File: src/rtl/twsio_pkg.sv
package twsio_pkg;

  typedef enum logic [1:0] {
    CK_EXT  = 2'b00,
    CK_TMR  = 2'b01,
    CK_SLOW = 2'b10,
    CK_FAST = 2'b11
  } ck_sel_e;

  typedef enum logic [1:0] {
    REG_MODE  = 2'd0,
    REG_CTRL  = 2'd1,
    REG_SHIFT = 2'd2,
    REG_NONE  = 2'd3
  } reg_sel_e;

  localparam logic [2:0] PINS_PRI = 3'b011;
  localparam logic [2:0] PINS_ALT = 3'b111;
  localparam int         CMD_BIT  = 1;

endpackage

File: src/rtl/twsio_clkgen.sv
module twsio_clkgen
  import twsio_pkg::*;
#(
  parameter int DIV_SLOW    = 64,
  parameter int DIV_FAST    = 8,
  parameter int SYNC_STAGES = 2
) (
  input  logic    clk,
  input  logic    rst,
  input  ck_sel_e ck_sel,
  input  logic    run,
  input  logic    sck_in,
  input  logic    tmr_in,
  output logic    sck_out,
  output logic    sck_oe,
  output logic    rise,
  output logic    fall
);

  localparam int HALF_SLOW = DIV_SLOW / 2;
  localparam int HALF_FAST = DIV_FAST / 2;
  localparam int HALF_MAX  = (HALF_SLOW > HALF_FAST) ? HALF_SLOW : HALF_FAST;
  localparam int CW        = $clog2(HALF_MAX + 1);

  logic [SYNC_STAGES-1:0] sck_sync, tmr_sync;
  logic                   sck_s, tmr_s;
  logic [CW-1:0]          div_cnt, half_m1;
  logic                   gen, internal, lvl, lvl_q;

  always_ff @(posedge clk) begin
    if (rst) begin
      sck_sync <= '1;
      tmr_sync <= '1;
    end else begin
      sck_sync <= {sck_sync[SYNC_STAGES-2:0], sck_in};
      tmr_sync <= {tmr_sync[SYNC_STAGES-2:0], tmr_in};
    end
  end

  assign sck_s    = sck_sync[SYNC_STAGES-1];
  assign tmr_s    = tmr_sync[SYNC_STAGES-1];
  assign internal = (ck_sel == CK_SLOW) || (ck_sel == CK_FAST);
  assign half_m1  = (ck_sel == CK_SLOW) ? CW'(HALF_SLOW - 1) : CW'(HALF_FAST - 1);

  // Divided clock idles high and only toggles during a transfer.
  always_ff @(posedge clk) begin
    if (rst || !run || !internal) begin
      gen     <= 1'b1;
      div_cnt <= '0;
    end else if (div_cnt == half_m1) begin
      gen     <= ~gen;
      div_cnt <= '0;
    end else begin
      div_cnt <= div_cnt + 1'b1;
    end
  end

  always_comb begin
    unique case (ck_sel)
      CK_EXT:  lvl = sck_s;
      CK_TMR:  lvl = tmr_s;
      default: lvl = gen;
    endcase
  end

  always_ff @(posedge clk) begin
    if (rst) begin
      lvl_q   <= 1'b1;
      sck_out <= 1'b1;
      sck_oe  <= 1'b0;
    end else begin
      lvl_q   <= lvl;
      sck_out <= internal ? gen : tmr_s;
      sck_oe  <= (ck_sel != CK_EXT);
    end
  end

  assign rise = lvl & ~lvl_q;
  assign fall = ~lvl & lvl_q;

endmodule

File: src/rtl/twsio_shifter.sv
module twsio_shifter #(
  parameter int DW = 8
) (
  input  logic          clk,
  input  logic          rst,
  input  logic          load,
  input  logic [DW-1:0] load_data,
  input  logic          enable,
  input  logic          rise,
  input  logic          fall,
  input  logic          si,
  input  logic          cmd_clr,
  output logic          busy,
  output logic          done,
  output logic          so_latch,
  output logic [DW-1:0] sr
);

  localparam int NW = $clog2(DW);

  logic [NW-1:0] bit_cnt;

  always_ff @(posedge clk) begin
    if (rst) begin
      sr      <= '0;
      bit_cnt <= '0;
      busy    <= 1'b0;
      done    <= 1'b0;
    end else if (load) begin
      sr      <= load_data;
      bit_cnt <= '0;
      busy    <= enable;
      done    <= 1'b0;
    end else if (busy && rise) begin
      sr <= {sr[DW-2:0], si};
      if (bit_cnt == NW'(DW - 1)) begin
        bit_cnt <= '0;
        busy    <= 1'b0;
        done    <= 1'b1;
      end else begin
        bit_cnt <= bit_cnt + 1'b1;
      end
    end
  end

  // Output latch: the command trigger takes priority over a falling edge.
  always_ff @(posedge clk) begin
    if (rst)                       so_latch <= 1'b1;
    else if (cmd_clr)              so_latch <= 1'b0;
    else if (busy && fall && !load) so_latch <= sr[DW-1];
  end

endmodule

File: src/rtl/twsio_pins.sv
module twsio_pins (
  input  logic clk,
  input  logic rst,
  input  logic pins_valid,
  input  logic pins_alt,
  input  logic so_latch,
  input  logic pin0_in,
  input  logic pin1_in,
  output logic pin0_oe,
  output logic pin1_oe,
  output logic si
);

  always_ff @(posedge clk) begin
    if (rst) begin
      pin0_oe <= 1'b0;
      pin1_oe <= 1'b0;
      si      <= 1'b1;
    end else begin
      pin0_oe <= pins_valid && !pins_alt && !so_latch;
      pin1_oe <= pins_valid &&  pins_alt && !so_latch;
      si      <= pins_alt ? pin0_in : pin1_in;
    end
  end

endmodule

File: src/rtl/twsio_core.sv
module twsio_core
  import twsio_pkg::*;
#(
  parameter int DW          = 8,
  parameter int DIV_SLOW    = 64,
  parameter int DIV_FAST    = 8,
  parameter int SYNC_STAGES = 2
) (
  input  logic          clk,
  input  logic          rst,
  input  logic          wr_en,
  input  logic [1:0]    wr_sel,
  input  logic [DW-1:0] wr_data,
  input  logic [1:0]    rd_sel,
  output logic [DW-1:0] rd_data,
  input  logic          sck_in,
  input  logic          tmr_in,
  output logic          sck_out,
  output logic          sck_oe,
  input  logic          pin0_in,
  output logic          pin0_oe,
  input  logic          pin1_in,
  output logic          pin1_oe,
  output logic          xfer_done
);

  localparam logic [DW-1:0] CMD_MASK = DW'(1) << CMD_BIT;

  logic [DW-1:0] mode_q, ctrl_q, sr;
  logic          pins_valid, pins_alt, cmd_clr, load;
  logic          busy, so_latch, si, rise, fall;
  ck_sel_e       ck_sel;

  always_ff @(posedge clk) begin
    if (rst) begin
      mode_q <= '0;
      ctrl_q <= '0;
    end else if (wr_en) begin
      if (reg_sel_e'(wr_sel) == REG_MODE) mode_q <= wr_data;
      if (reg_sel_e'(wr_sel) == REG_CTRL) ctrl_q <= wr_data & ~CMD_MASK;
    end
  end

  assign pins_valid = (mode_q[4:2] == PINS_PRI) || (mode_q[4:2] == PINS_ALT);
  assign pins_alt   = mode_q[4];
  assign ck_sel     = ck_sel_e'(mode_q[1:0]);
  assign cmd_clr    = wr_en && (reg_sel_e'(wr_sel) == REG_CTRL) && wr_data[CMD_BIT];
  assign load       = wr_en && (reg_sel_e'(wr_sel) == REG_SHIFT);

  always_ff @(posedge clk) begin
    if (rst) rd_data <= '0;
    else begin
      unique case (reg_sel_e'(rd_sel))
        REG_MODE:  rd_data <= mode_q;
        REG_CTRL:  rd_data <= ctrl_q;
        REG_SHIFT: rd_data <= sr;
        default:   rd_data <= '0;
      endcase
    end
  end

  twsio_clkgen #(
    .DIV_SLOW(DIV_SLOW), .DIV_FAST(DIV_FAST), .SYNC_STAGES(SYNC_STAGES)
  ) u_clk (
    .clk(clk), .rst(rst), .ck_sel(ck_sel), .run(busy),
    .sck_in(sck_in), .tmr_in(tmr_in),
    .sck_out(sck_out), .sck_oe(sck_oe), .rise(rise), .fall(fall)
  );

  twsio_shifter #(.DW(DW)) u_shift (
    .clk(clk), .rst(rst), .load(load), .load_data(wr_data),
    .enable(pins_valid), .rise(rise), .fall(fall), .si(si),
    .cmd_clr(cmd_clr), .busy(busy), .done(xfer_done),
    .so_latch(so_latch), .sr(sr)
  );

  twsio_pins u_pins (
    .clk(clk), .rst(rst), .pins_valid(pins_valid), .pins_alt(pins_alt),
    .so_latch(so_latch), .pin0_in(pin0_in), .pin1_in(pin1_in),
    .pin0_oe(pin0_oe), .pin1_oe(pin1_oe), .si(si)
  );

endmodule

File: config.mk
export PLATFORM = sky130hd
export DESIGN_NAME = twsio_core
export DESIGN_NICKNAME = d
export VERILOG_FILES = /design/src/rtl/twsio_pkg.sv /design/src/rtl/twsio_clkgen.sv /design/src/rtl/twsio_shifter.sv /design/src/rtl/twsio_pins.sv /design/src/rtl/twsio_core.sv
export SDC_FILE = /design/constraint.sdc
export NUM_CORES = 1
export LEC_CHECK = 0
export BUFFER_PORTS_ARGS = -buffer_cell sky130_fd_sc_hd__buf_2
export CORE_ASPECT_RATIO = 0.75
export CORE_MARGIN = 2
export CORE_UTILIZATION = 40
export CTS_BUF_LIST = sky130_fd_sc_hd__clkbuf_8 sky130_fd_sc_hd__clkbuf_16
export CTS_CLUSTER_DIAMETER = 50
export DETAILED_ROUTE_END_ITERATION = 6
export GPL_ROUTABILITY_DRIVEN = 0
export PLACE_DENSITY = 0.62
export SYNTH_ARGS = -nofsm -noshare
export SYNTH_HDL_FRONTEND = slang
export SYNTH_HIERARCHICAL = 1
export SYNTH_SLANG_ARGS = --single-unit
File: constraint.sdc
create_clock -name clk -period 2.4 [get_ports clk]
set_input_delay 0.36 -clock clk [delete_from_list [all_inputs] [get_ports clk]]
set_output_delay 0.36 -clock clk [all_outputs]
set_load 0.03 [all_outputs]
==> flow_summary.yaml, run 1 <==
synthesis:
  ys.flop_type: "dfxtp_1"
  syn_avg_cell_area_um2: 10.13
  yosysTopAreaCell: "dfxtp_1"
  synth_cell_types: 36
  synth_common_cells: "dfxtp_1 (54), mux2i_1 (28), nand2b_1 (26)"
  postSynthCellCount: 225
  synth-async-reset-ratio: 0
  syn_area_um2: 2278
  yosys_warnings: 6
  yosysMostFrequentCell: "dfxtp_1"
  synth_seq_area_share: 0.4745
  synth_top_area_frac: 0.4745
  synth_edf_count: 0
  synth.area.top_cells: "dfxtp_1 (47%), mux2i_1 (12%), nand2b_1 (7.1%), nor3_1 (2.9%), a211oi_1 (2.6%)"
  syn_nets: 247
  synth_seq_cells: 54
clock_network:
  ctsResizeCount: 0
  hold_buffers: 0
  cts_tree: "done"
  cts_setup_buffers: 0
  clockBufferDepth: 2
  cts.htree.levels: 2
  cts-root-buf: "clkbuf_8"
  cts.sinks: 54
  cts_inserted_buffers: 5
  clk_pin_slew_worst_paths_ns: 0.09
  clock_latency_ns: 0.31
timing:
  timing.final.crit_share: 0.8799
  grt_setup_unrepaired: "false"
  max_freq_ghz: 0.4735
  setup_viol: 0
  finalSetupTns_ns: 0
  timing.final.max_slew_violations: 0
  hold_viol: 0
  layout_min_cycle_time_ns: 2.112
  setup_slack_ns: 0.2883
  slew_headroom: 0.6220
  finClkSkew_ns: 0.009273
  worstMarginPinSlew_ns: 0.5649
final_layout:
  final_area_um2: 2567
  antenna_cells: 0
  nNetsFinal: 274
  fillers: 539
  fin_util: 0.4746
  area_growth_pct: 12.69
  layout-drive-gt1-share: 0.2055
detailed_routing:
  drtIter0Drc: 63
  route.detailed.drc: 0
  num_vias: 1631
  firstDrtPassIters: 4
  drt_wl_total_mm: 4.458
  postRouteAntennaNets: 0
  viasPerCell: 4.973
  detail_route.wl_per_cell_um: 13.59
floorplan:
  die_x_um: 91.15
  io_pins: 32
  core_area_um2: 5410
  floorplan.initialDensity: 0.4211
  dieArea_um2: 6322
  die_h_um: 69.36
  rows: 23
pwr:
  ir_worst_vdd_mv: 0.2456
  p_leak_nw: 1.090
  p_per_area_nw_per_um2: 644.7
  finalPower_mw: 1.655
global_route:
  grt_max_degree: 35
  grtUsageTotal: 0.1494
  antenna_found_initial: 0
  grt_pass1_vias: 1548
  grt_first_pass_wirelength_mm: 7.596
  overflow: 0
placed_design:
  dpl_cell_area_um2: 2457
  portBuffers: 31
  hpwl_mm: 3.130
  pre_cts_slack_ns: 0.3164
critical_path:
  reg2reg_slack_ns: 0.29
  path_max_fanout: 11
  required_ns: 2.58
  arrival_ns: 2.29
  start_kind: "flop"
  end_kind: "flop"
  path_class: "reg2reg"
outcome:
  status: "complete, no violations"
run:
  cap_violations: 0
hold_path:
  hold_class: "in2reg"
[final timing paths]
path / cells after the start / startpoint / to
worst max-delay path: 7 / mode_q[0]$_SDFFE_PP0P_ / u_shift/sr[7]$_SDFFE_PP0P_
worst min-delay path: 2 / tmr_in / u_clk/tmr_sync[0]$_SDFF_PP1_
worst max register to register: 7 / mode_q[0]$_SDFFE_PP0P_ / u_shift/sr[7]$_SDFFE_PP0P_
worst min register to register: 1 / u_clk/sck_sync[0]$_SDFF_PP1_ / u_clk/sck_sync[1]$_SDFF_PP1_
[cells in the final DEF (no fill, tap or decap), drive strengths merged, types with 3 or more instances in the layout]
cell type,count
a211oi,8
a21oi,3
and2,3
and3,8
and3b,3
buf,32
clkbuf,5
dfxtp,54
ha,3
mux2i,28
nand2,5
nand2b,26
nand3,4
nand3b,3
nor2,14
nor2b,9
nor3,13
o22ai,7
or2,5
[report_power, final]
| part | leakage (nW) | internal [mW] | switching, mW |
|---|---|---|---|
| clock | 0.0556 | 0.307 | 0.288 |
| combinational | 0.595 | 0.0569 | 0.0679 |
| sequential | 0.439 | 0.921 | 0.0143 |
[state kept, by name (all words and copies together), names as in the netlist]
signal            cells
mode_q                8
u_clk/sck_oe          1
u_shift/so_latch      1
u_clk/tmr_sync        2
u_clk/sck_out         1
u_pins/pin1_oe        1
u_shift/bit_cnt       3
u_shift/sr            8
u_pins/si             1
u_clk/sck_sync        2
u_pins/pin0_oe        1
u_clk/gen             1
ctrl_q                7
u_clk/lvl_q           1
u_shift/done          1
rd_data               8
u_clk/div_cnt         6
u_shift/busy          1
[layer usage]
metal	up-vias	GRT usage	part of all wire
met5	-	0	0
met4	0	0.06061	0.011
met3	6	0.03913	0.049
met2	31	0.2074	0.40
met1	755	0.2182	0.54
li1	839	-	-
[metrics by stage]
stage	hold WS (ns)	cells
after floorplan	0.3895	225
after CTS	0.2170	328
final	0.2272	328
after detailed placement	0.3952	320
after global routing	0.2251	328
after global placement	0.3922	320
[critical path: stages (launching register included)]
cell and delay, ns:
dfxtp_1 0.43, mux2i_1 0.10, nor2_1 0.09, a21oi_1 0.07
nor2_1 0.46, nand2_1 0.42, a211oi_1 0.34, nor3_1 0.08
[cells by family (layout without fill, tap and decap cells)]
logic type / count (synthesis) / in the layout / share of synthesized area
AO/OA/AOI/OAI: 22 / 22 / 0.06645
XOR/XNOR: 4 / 4 / 0.01538
adder cells (fa/ha/maj): 3 / 3 / 0.01648
buffers and inverters: 13 / 41 / 0.03569
flip-flops: 54 / 54 / 0.4745
multiplexers: 28 / 28 / 0.1230
AND/OR/NAND/NOR: 101 / 101 / 0.2685
[area by class of cell]
cell class | count | area [µm²] | area share
clock buffers | 5 | 68.82 | 0.02680
inverters | 1 | 3.754 | 0.001462
multi-input cells | 158 | 1116 | 0.4347
repair buffers | 32 | 162.7 | 0.06335
clock inverters | 3 | 41.29 | 0.01608
well taps | 75 | 93.84 | 0.03655
flip-flops and latches | 54 | 1081 | 0.4211
Power figures use the tool's default switching activity.
==> run 2, diff against run 1 <==
- SYNTH_HIERARCHICAL: 1 -> not set
==> run 2 against run 1 <==
Wire length grew 1.3%. Maximum frequency grew 34%. Global-route usage grew 0.27 points. Synthesized area shrank 2.1%. Combinational power grew 4%. Die area shrank 2.0%. Sequential power is essentially flat. Utilization is essentially flat. Largest power group unchanged. Final cell count grew 5.5%. Design area shrank 1.1%. Via count grew 5.0%.
==> flow_summary.yaml, run 2 <==
clock_network:
  cts_inserted_buffers: 5
  hold_buffers: 0
  cts.sinks: 54
  clock_latency_ns: 0.31
  cts_setup_buffers: 0
  cts_tree: "done"
  clk_pin_slew_worst_paths_ns: 0.10
  cts.htree.levels: 2
  ctsResizeCount: 0
  clockBufferDepth: 2
  cts-root-buf: "clkbuf_8"
global_route:
  grtUsageTotal: 0.1520
  antenna_found_initial: 0
  overflow: 0
  grt_max_degree: 30
  grt_first_pass_wirelength_mm: 7.334
  grt_pass1_vias: 1430
timing:
  hold_viol: 0
  timing.final.crit_share: 0.6588
  max_freq_ghz: 0.6325
  worstMarginPinSlew_ns: 0.6934
  timing.final.max_slew_violations: 0
  setup_viol: 0
  slew_headroom: 0.5372
  finalSetupTns_ns: 0
  grt_setup_unrepaired: "false"
  finClkSkew_ns: 0.006647
  layout_min_cycle_time_ns: 1.581
floorplan:
  die_x_um: 90.21
  core_area_um2: 5353
  rows: 23
  die_h_um: 68.66
  dieArea_um2: 6193
  io_pins: 32
  floorplan.initialDensity: 0.4165
final_layout:
  antenna_cells: 0
  fin_util: 0.4743
  fillers: 554
  area_growth_pct: 13.86
  layout-drive-gt1-share: 0.2030
  final_area_um2: 2539
  nNetsFinal: 292
  layout_commonest_cell: "dfxtp_1"
  final_cell_mix: "dfxtp_1 (54), nor2_1 (38), buf_2 (31)"
  layout_top_registers: "mode_q x8, rd_data x8, u_shift.sr x8"
synthesis:
  yosys_warnings: 0
  synth_mux_area_frac: 0.1100
  yosysTopAreaCell: "dfxtp_1"
  synth_seq_cells: 54
  postSynthCellCount: 242
  synth_edf_count: 0
  synth.area.top_cells: "dfxtp_1 (48%), mux2i_1 (10%), nor2_1 (6.4%), nand2_1 (4.2%), a21oi_1 (3.4%)"
  synth_compound_area_frac: 0.1061
  syn_avg_cell_area_um2: 9.213
  synth-async-reset-ratio: 0
  syn_area_um2: 2230
  synth_top_area_frac: 0.4848
  synthXorXnorAreaFrac: 0.007856
  synthAdderAreaFrac: 0.01684
  synth_top_family_by_area: "simple AND/OR/NAND/NOR gates"
  synth_seq_area_share: 0.4848
  synth_cell_types: 38
  ys.flop_type: "dfxtp_1"
  syn_nets: 264
  yosys.area_share.simple: 0.2351
  yosysMostFrequentCell: "dfxtp_1"
  synth_common_cells: "dfxtp_1 (54), nor2_1 (38), nand2_1 (25)"
detailed_routing:
  num_vias: 1713
  drtIter0Drc: 142
  firstDrtPassIters: 4
  route.detailed.drc: 0
  postRouteAntennaNets: 0
  drt_wl_total_mm: 4.517
  detail_route.wl_per_cell_um: 13.05
  viasPerCell: 4.951
placed_design:
  hpwl_mm: 3.203
  portBuffers: 31
  dpl_cell_area_um2: 2425
hold_path:
  hold_class: "in2reg"
pwr:
  p_per_area_nw_per_um2: 665.3
  ir_worst_vdd_mv: 0.4003
  p_leak_nw: 1.047
critical_path:
  path_class: "reg2reg"
  slowest_stage: "dfxtp_1"
  path_max_fanout: 8
  start_kind: "flop"
  required_ns: 2.62
  end_kind: "flop"
  critical_path.max_stage_delay_ns: 0.44
  critPathTopFamily: "compound AO/OA/AOI/OAI gates"
  critical_path_buf_inv_count: 0
  arrival_ns: 1.80
  crit_chain: "mux2_4 > o2111ai_2 > nand2_4 > a311oi_1"
run:
  cap_violations: 0
outcome:
  status: "complete, no violations"
## run 2: layout make-up
| class | count | area, µm² | area share |
|---|---|---|---|
| Clock buffer | 5 | 68.82 | 0.02711 |
| Sequential cell | 54 | 1081 | 0.4258 |
| Multi-Input combinational cell | 172 | 1061 | 0.4179 |
| Inverter | 3 | 11.26 | 0.004436 |
| Timing Repair Buffer | 34 | 177.7 | 0.06999 |
| Clock inverter | 3 | 45.04 | 0.01774 |
| Tap cell | 75 | 93.84 | 0.03696 |
## run 2: final timing paths
check | start | endpoint | slack (ns) | cells past startpoint
setup / recovery | mode_q[0]$_SDFFE_PP0P_ | u_shift.sr[5]$_SDFFE_PP0P_ | 0.82 | 4
hold / removal | tmr_in | u_clk.tmr_sync[0]$_SDFF_PP1_ | 0.22 | 2
setup reg to reg | mode_q[0]$_SDFFE_PP0P_ | u_shift.sr[5]$_SDFFE_PP0P_ | 0.82 | 4
hold reg to reg | u_clk.sck_sync[0]$_SDFF_PP1_ | u_clk.sck_sync[1]$_SDFF_PP1_ | 0.42 | 1
## run 2: cell families (layout without fill, tap and decap cells)
group,after synthesis,after routing
compound gates,34,34
xor+xnor,2,2
simple gates,109,109
mux,24,24
flops,54,54
buf+inv,16,45
fa+ha+maj,3,3
## run 2: layer usage
metal / up-vias / share of wire / track usage
met3: 7 / 0.045 / 0.03261
met2: 37 / 0.40 / 0.2058
met1: 780 / 0.55 / 0.2323
met5: - / 0 / 0
met4: 0 / 0.011 / 0.05769
li1: 889 / - / -
## run 2: where the power goes
part	internal [mW]	switching, mW	total, mW
sequential	0.921	0.0164	0.937
clock	0.311	0.311	0.622
combinational	0.0536	0.0765	0.130
total	1.28	0.404	1.69
## run 2: through the flow
stage	worst slack, ns	hold slack (ns)	instances	power, mW
floorplan	1.008	0.3895	242	1.045
global placement	0.8520	0.3914	338	1.087
detailed placement	0.8245	0.3934	338	1.088
CTS	0.8185	0.2118	346	1.701
global route	0.6953	0.2120	346	1.758
finish	0.8190	0.2206	346	1.689
==> run 3, diff against run 2 <==
- ABC_AREA: not set -> 1
- PLACE_DENSITY: 0.62 -> 0.64
- clock period: 2.4 -> 1.39 ns (I/O delays scaled with it)
==> run 3 against run 2 <==
Utilization rose by 1.9 points. Non-clock buffer count is 3 higher. Wire length grew 2.1%. Die area grew 3.3%. Critical path type unchanged. Largest power group unchanged. Highest routed layer unchanged.
==> flow_summary.yaml, run 3 <==
outcome:
  status: "complete, no violations"
synthesis:
  synth_edf_count: 0
  syn_nets: 327
  synth_mux_area_frac: 0
  yosysTopAreaCell: "dfxtp_1"
  syn_area_um2: 2307
  yosys.area_share.simple: 0.3069
  synth_top_family_by_area: "simple AND/OR/NAND/NOR gates"
  yosys_warnings: 0
  postSynthCellCount: 305
  synth_compound_area_frac: 0.1020
  yosysMostFrequentCell: "nand2_1"
  synthXorXnorAreaFrac: 0.01139
  syn_avg_cell_area_um2: 7.565
  synth-async-reset-ratio: 0
  synth_seq_cells: 54
  synthAdderAreaFrac: 0.01627
  synth_top_area_frac: 0.4685
  synth.area.top_cells: "dfxtp_1 (47%), nand2_1 (10%), inv_1 (6.5%), nor2_1 (5.4%), o21ai_0 (4.8%)"
  synth_seq_area_share: 0.4685
  synth_common_cells: "nand2_1 (62), dfxtp_1 (54), inv_1 (40)"
  synth_cell_types: 26
  ys.flop_type: "dfxtp_1"
timing:
  layout_min_cycle_time_ns: 1.224
  finClkSkew_ns: 0.006355
  grt_setup_unrepaired: "false"
  whs_ns: 0.07472
  max_freq_ghz: 0.8173
  finalSetupTns_ns: 0
  hold_viol: 0
  setup_viol: 0
  slew_headroom: 0.7360
  timing.final.max_slew_violations: 0
  timing.final.crit_share: 0.8802
  worstMarginPinSlew_ns: 0.3956
detailed_routing:
  dr_wl_met2_mm: 1.978
  route.detailed.drc: 0
  drt_wl_total_mm: 4.612
  detail_route.wl_per_cell_um: 11.09
  num_vias: 1903
  route.met3.wl_um: 151
  drtIter0Drc: 101
  viasPerCell: 4.575
  postRouteAntennaNets: 0
  top_layer: "met4"
  firstDrtPassIters: 4
  drt-met1-wl_mm: 2.438
clock_network:
  cts_inserted_buffers: 5
  clockBufferDepth: 2
  cts_tree: "done"
  cts.htree.levels: 2
  clk_pin_slew_worst_paths_ns: 0.10
  hold_buffers: 0
  clock_latency_ns: 0.31
  cts-root-buf: "clkbuf_8"
  cts.sinks: 54
global_route:
  grtUsageTotal: 0.1510
  grt_pass1_vias: 1702
  antenna_found_initial: 0
  grt_max_degree: 35
  grt_first_pass_wirelength_mm: 7.852
  overflow: 0
critical_path:
  arrival_ns: 1.43
  path_class: "reg2reg"
  end_kind: "flop"
  required_ns: 1.60
  start_kind: "flop"
  path_max_fanout: 14
final_layout:
  layout-drive-gt1-share: 0.2141
  layout_commonest_cell: "nand2_1"
  layout_top_registers: "mode_q x8, rd_data x8, u_shift.sr x8"
  final_cell_mix: "nand2_1 (62), dfxtp_1 (53), inv_1 (41)"
  nNetsFinal: 362
  area_growth_pct: 16.21
  antenna_cells: 0
floorplan:
  die_x_um: 91.70
  rows: 23
  core_area_um2: 5439
  io_pins: 32
  floorplan.initialDensity: 0.4242
  die_h_um: 69.77
  dieArea_um2: 6398
placed_design:
  portBuffers: 31
  hpwl_mm: 3.351
pwr:
  p_per_area_nw_per_um2: 1104
  ir_worst_vdd_mv: 0.5026
  p_leak_nw: 1.261
run:
  cap_violations: 0
hold_path:
  hold_class: "in2reg"
==> run 3: changes by cell type in the layout (fill, tap and decap cells not counted), sizes merged, moves of 3 or more <==
cell | before | now
a21oi | 15 | 21
a311oi | 8 | 0
buf | 34 | 37
inv | 3 | 42
mux2i | 23 | 0
nand2 | 26 | 71
nand2b | 5 | 0
nand3 | 6 | 21
nor2 | 39 | 43
nor2b | 4 | 0
nor3 | 10 | 3
o21ai | 4 | 26
or3 | 3 | 0
==> run 3: layout make-up <==
class / count / area (µm²)
sequential: 54 / 1082
clock buffer: 5 / 68.82
clock inverter: 3 / 41.29
timing repair buffer: 37 / 225.2
multi-input combinational: 201 / 1016
fill: 552 / 2758
inverter: 41 / 153.9
tap: 75 / 93.84
==> run 3: power by group <==
group	internal (mW)	switching, mW	total [mW]
Sequential	1.60	0.0337	1.63
Combinational	0.108	0.176	0.284
Clock	0.531	0.510	1.04
==> run 3: repair_timing <==
action | in CTS | in global routing
resized for setup | 0 | 2
setup buffers | 0 | 0
setup endpoints to repair | 0 | 7
==> run 3: logic make-up (layout without fill, tap and decap cells) <==
| logic type | Yosys count | count (layout) |
|---|---|---|
| AO/OA/AOI/OAI | 47 | 47 |
| AND/OR/NAND/NOR | 148 | 148 |
| XOR/XNOR | 3 | 3 |
| flip-flops | 54 | 54 |
| buffers and inverters | 50 | 86 |
| adder cells (fa/ha/maj) | 3 | 3 |
==> run 3: worst paths after layout <==
path | startpoint | endpoint | slack [ns] | depth (start not counted)
max | mode_q[0]$_SDFFE_PP0P_ | u_shift.sr[3]$_SDFFE_PP0P_ | 0.17 | 8
min | tmr_in | u_clk.tmr_sync[0]$_SDFF_PP1_ | 0.07 | 2
max reg2reg | mode_q[0]$_SDFFE_PP0P_ | u_shift.sr[3]$_SDFFE_PP0P_ | 0.17 | 8
min reg2reg | u_clk.sck_sync[0]$_SDFF_PP1_ | u_clk.sck_sync[1]$_SDFF_PP1_ | 0.42 | 1
==> run 3: stage by stage <==
| stage | utilization | setup slack, ns | cell area (µm²) | instances | power, mW |
|---|---|---|---|---|---|
| after global placement | 0.4709 | 0.1437 | 2561 | 408 | 1.948 |
| final | 0.4930 | 0.1665 | 2681 | 416 | 2.960 |
| after global routing | 0.4930 | 0.02435 | 2681 | 416 | 3.093 |
| after floorplan | - | 0.2230 | 2307 | 305 | 1.863 |
| after CTS | 0.4911 | 0.06842 | 2671 | 416 | 2.985 |
| after detailed placement | 0.4709 | 0.09359 | 2561 | 408 | 1.953 |
==> run 3: routing by layer <==
layer  track usage  up-vias
met1        0.2145      844
met5             0        -
met4       0.04478        0
li1              -     1024
met2        0.2288       30
met3       0.03370        5
==> run 3: worst max-delay path: stages, from the launching register on <==
cell and delay (ns):
dfxtp_1 0.35, nor2_1 0.17, nand2_2 0.09, nand3_4 0.09, nand2_4 0.10, nand2_8 0.16
nand2_1 0.07, nand2_1 0.06, nor2_1 0.04
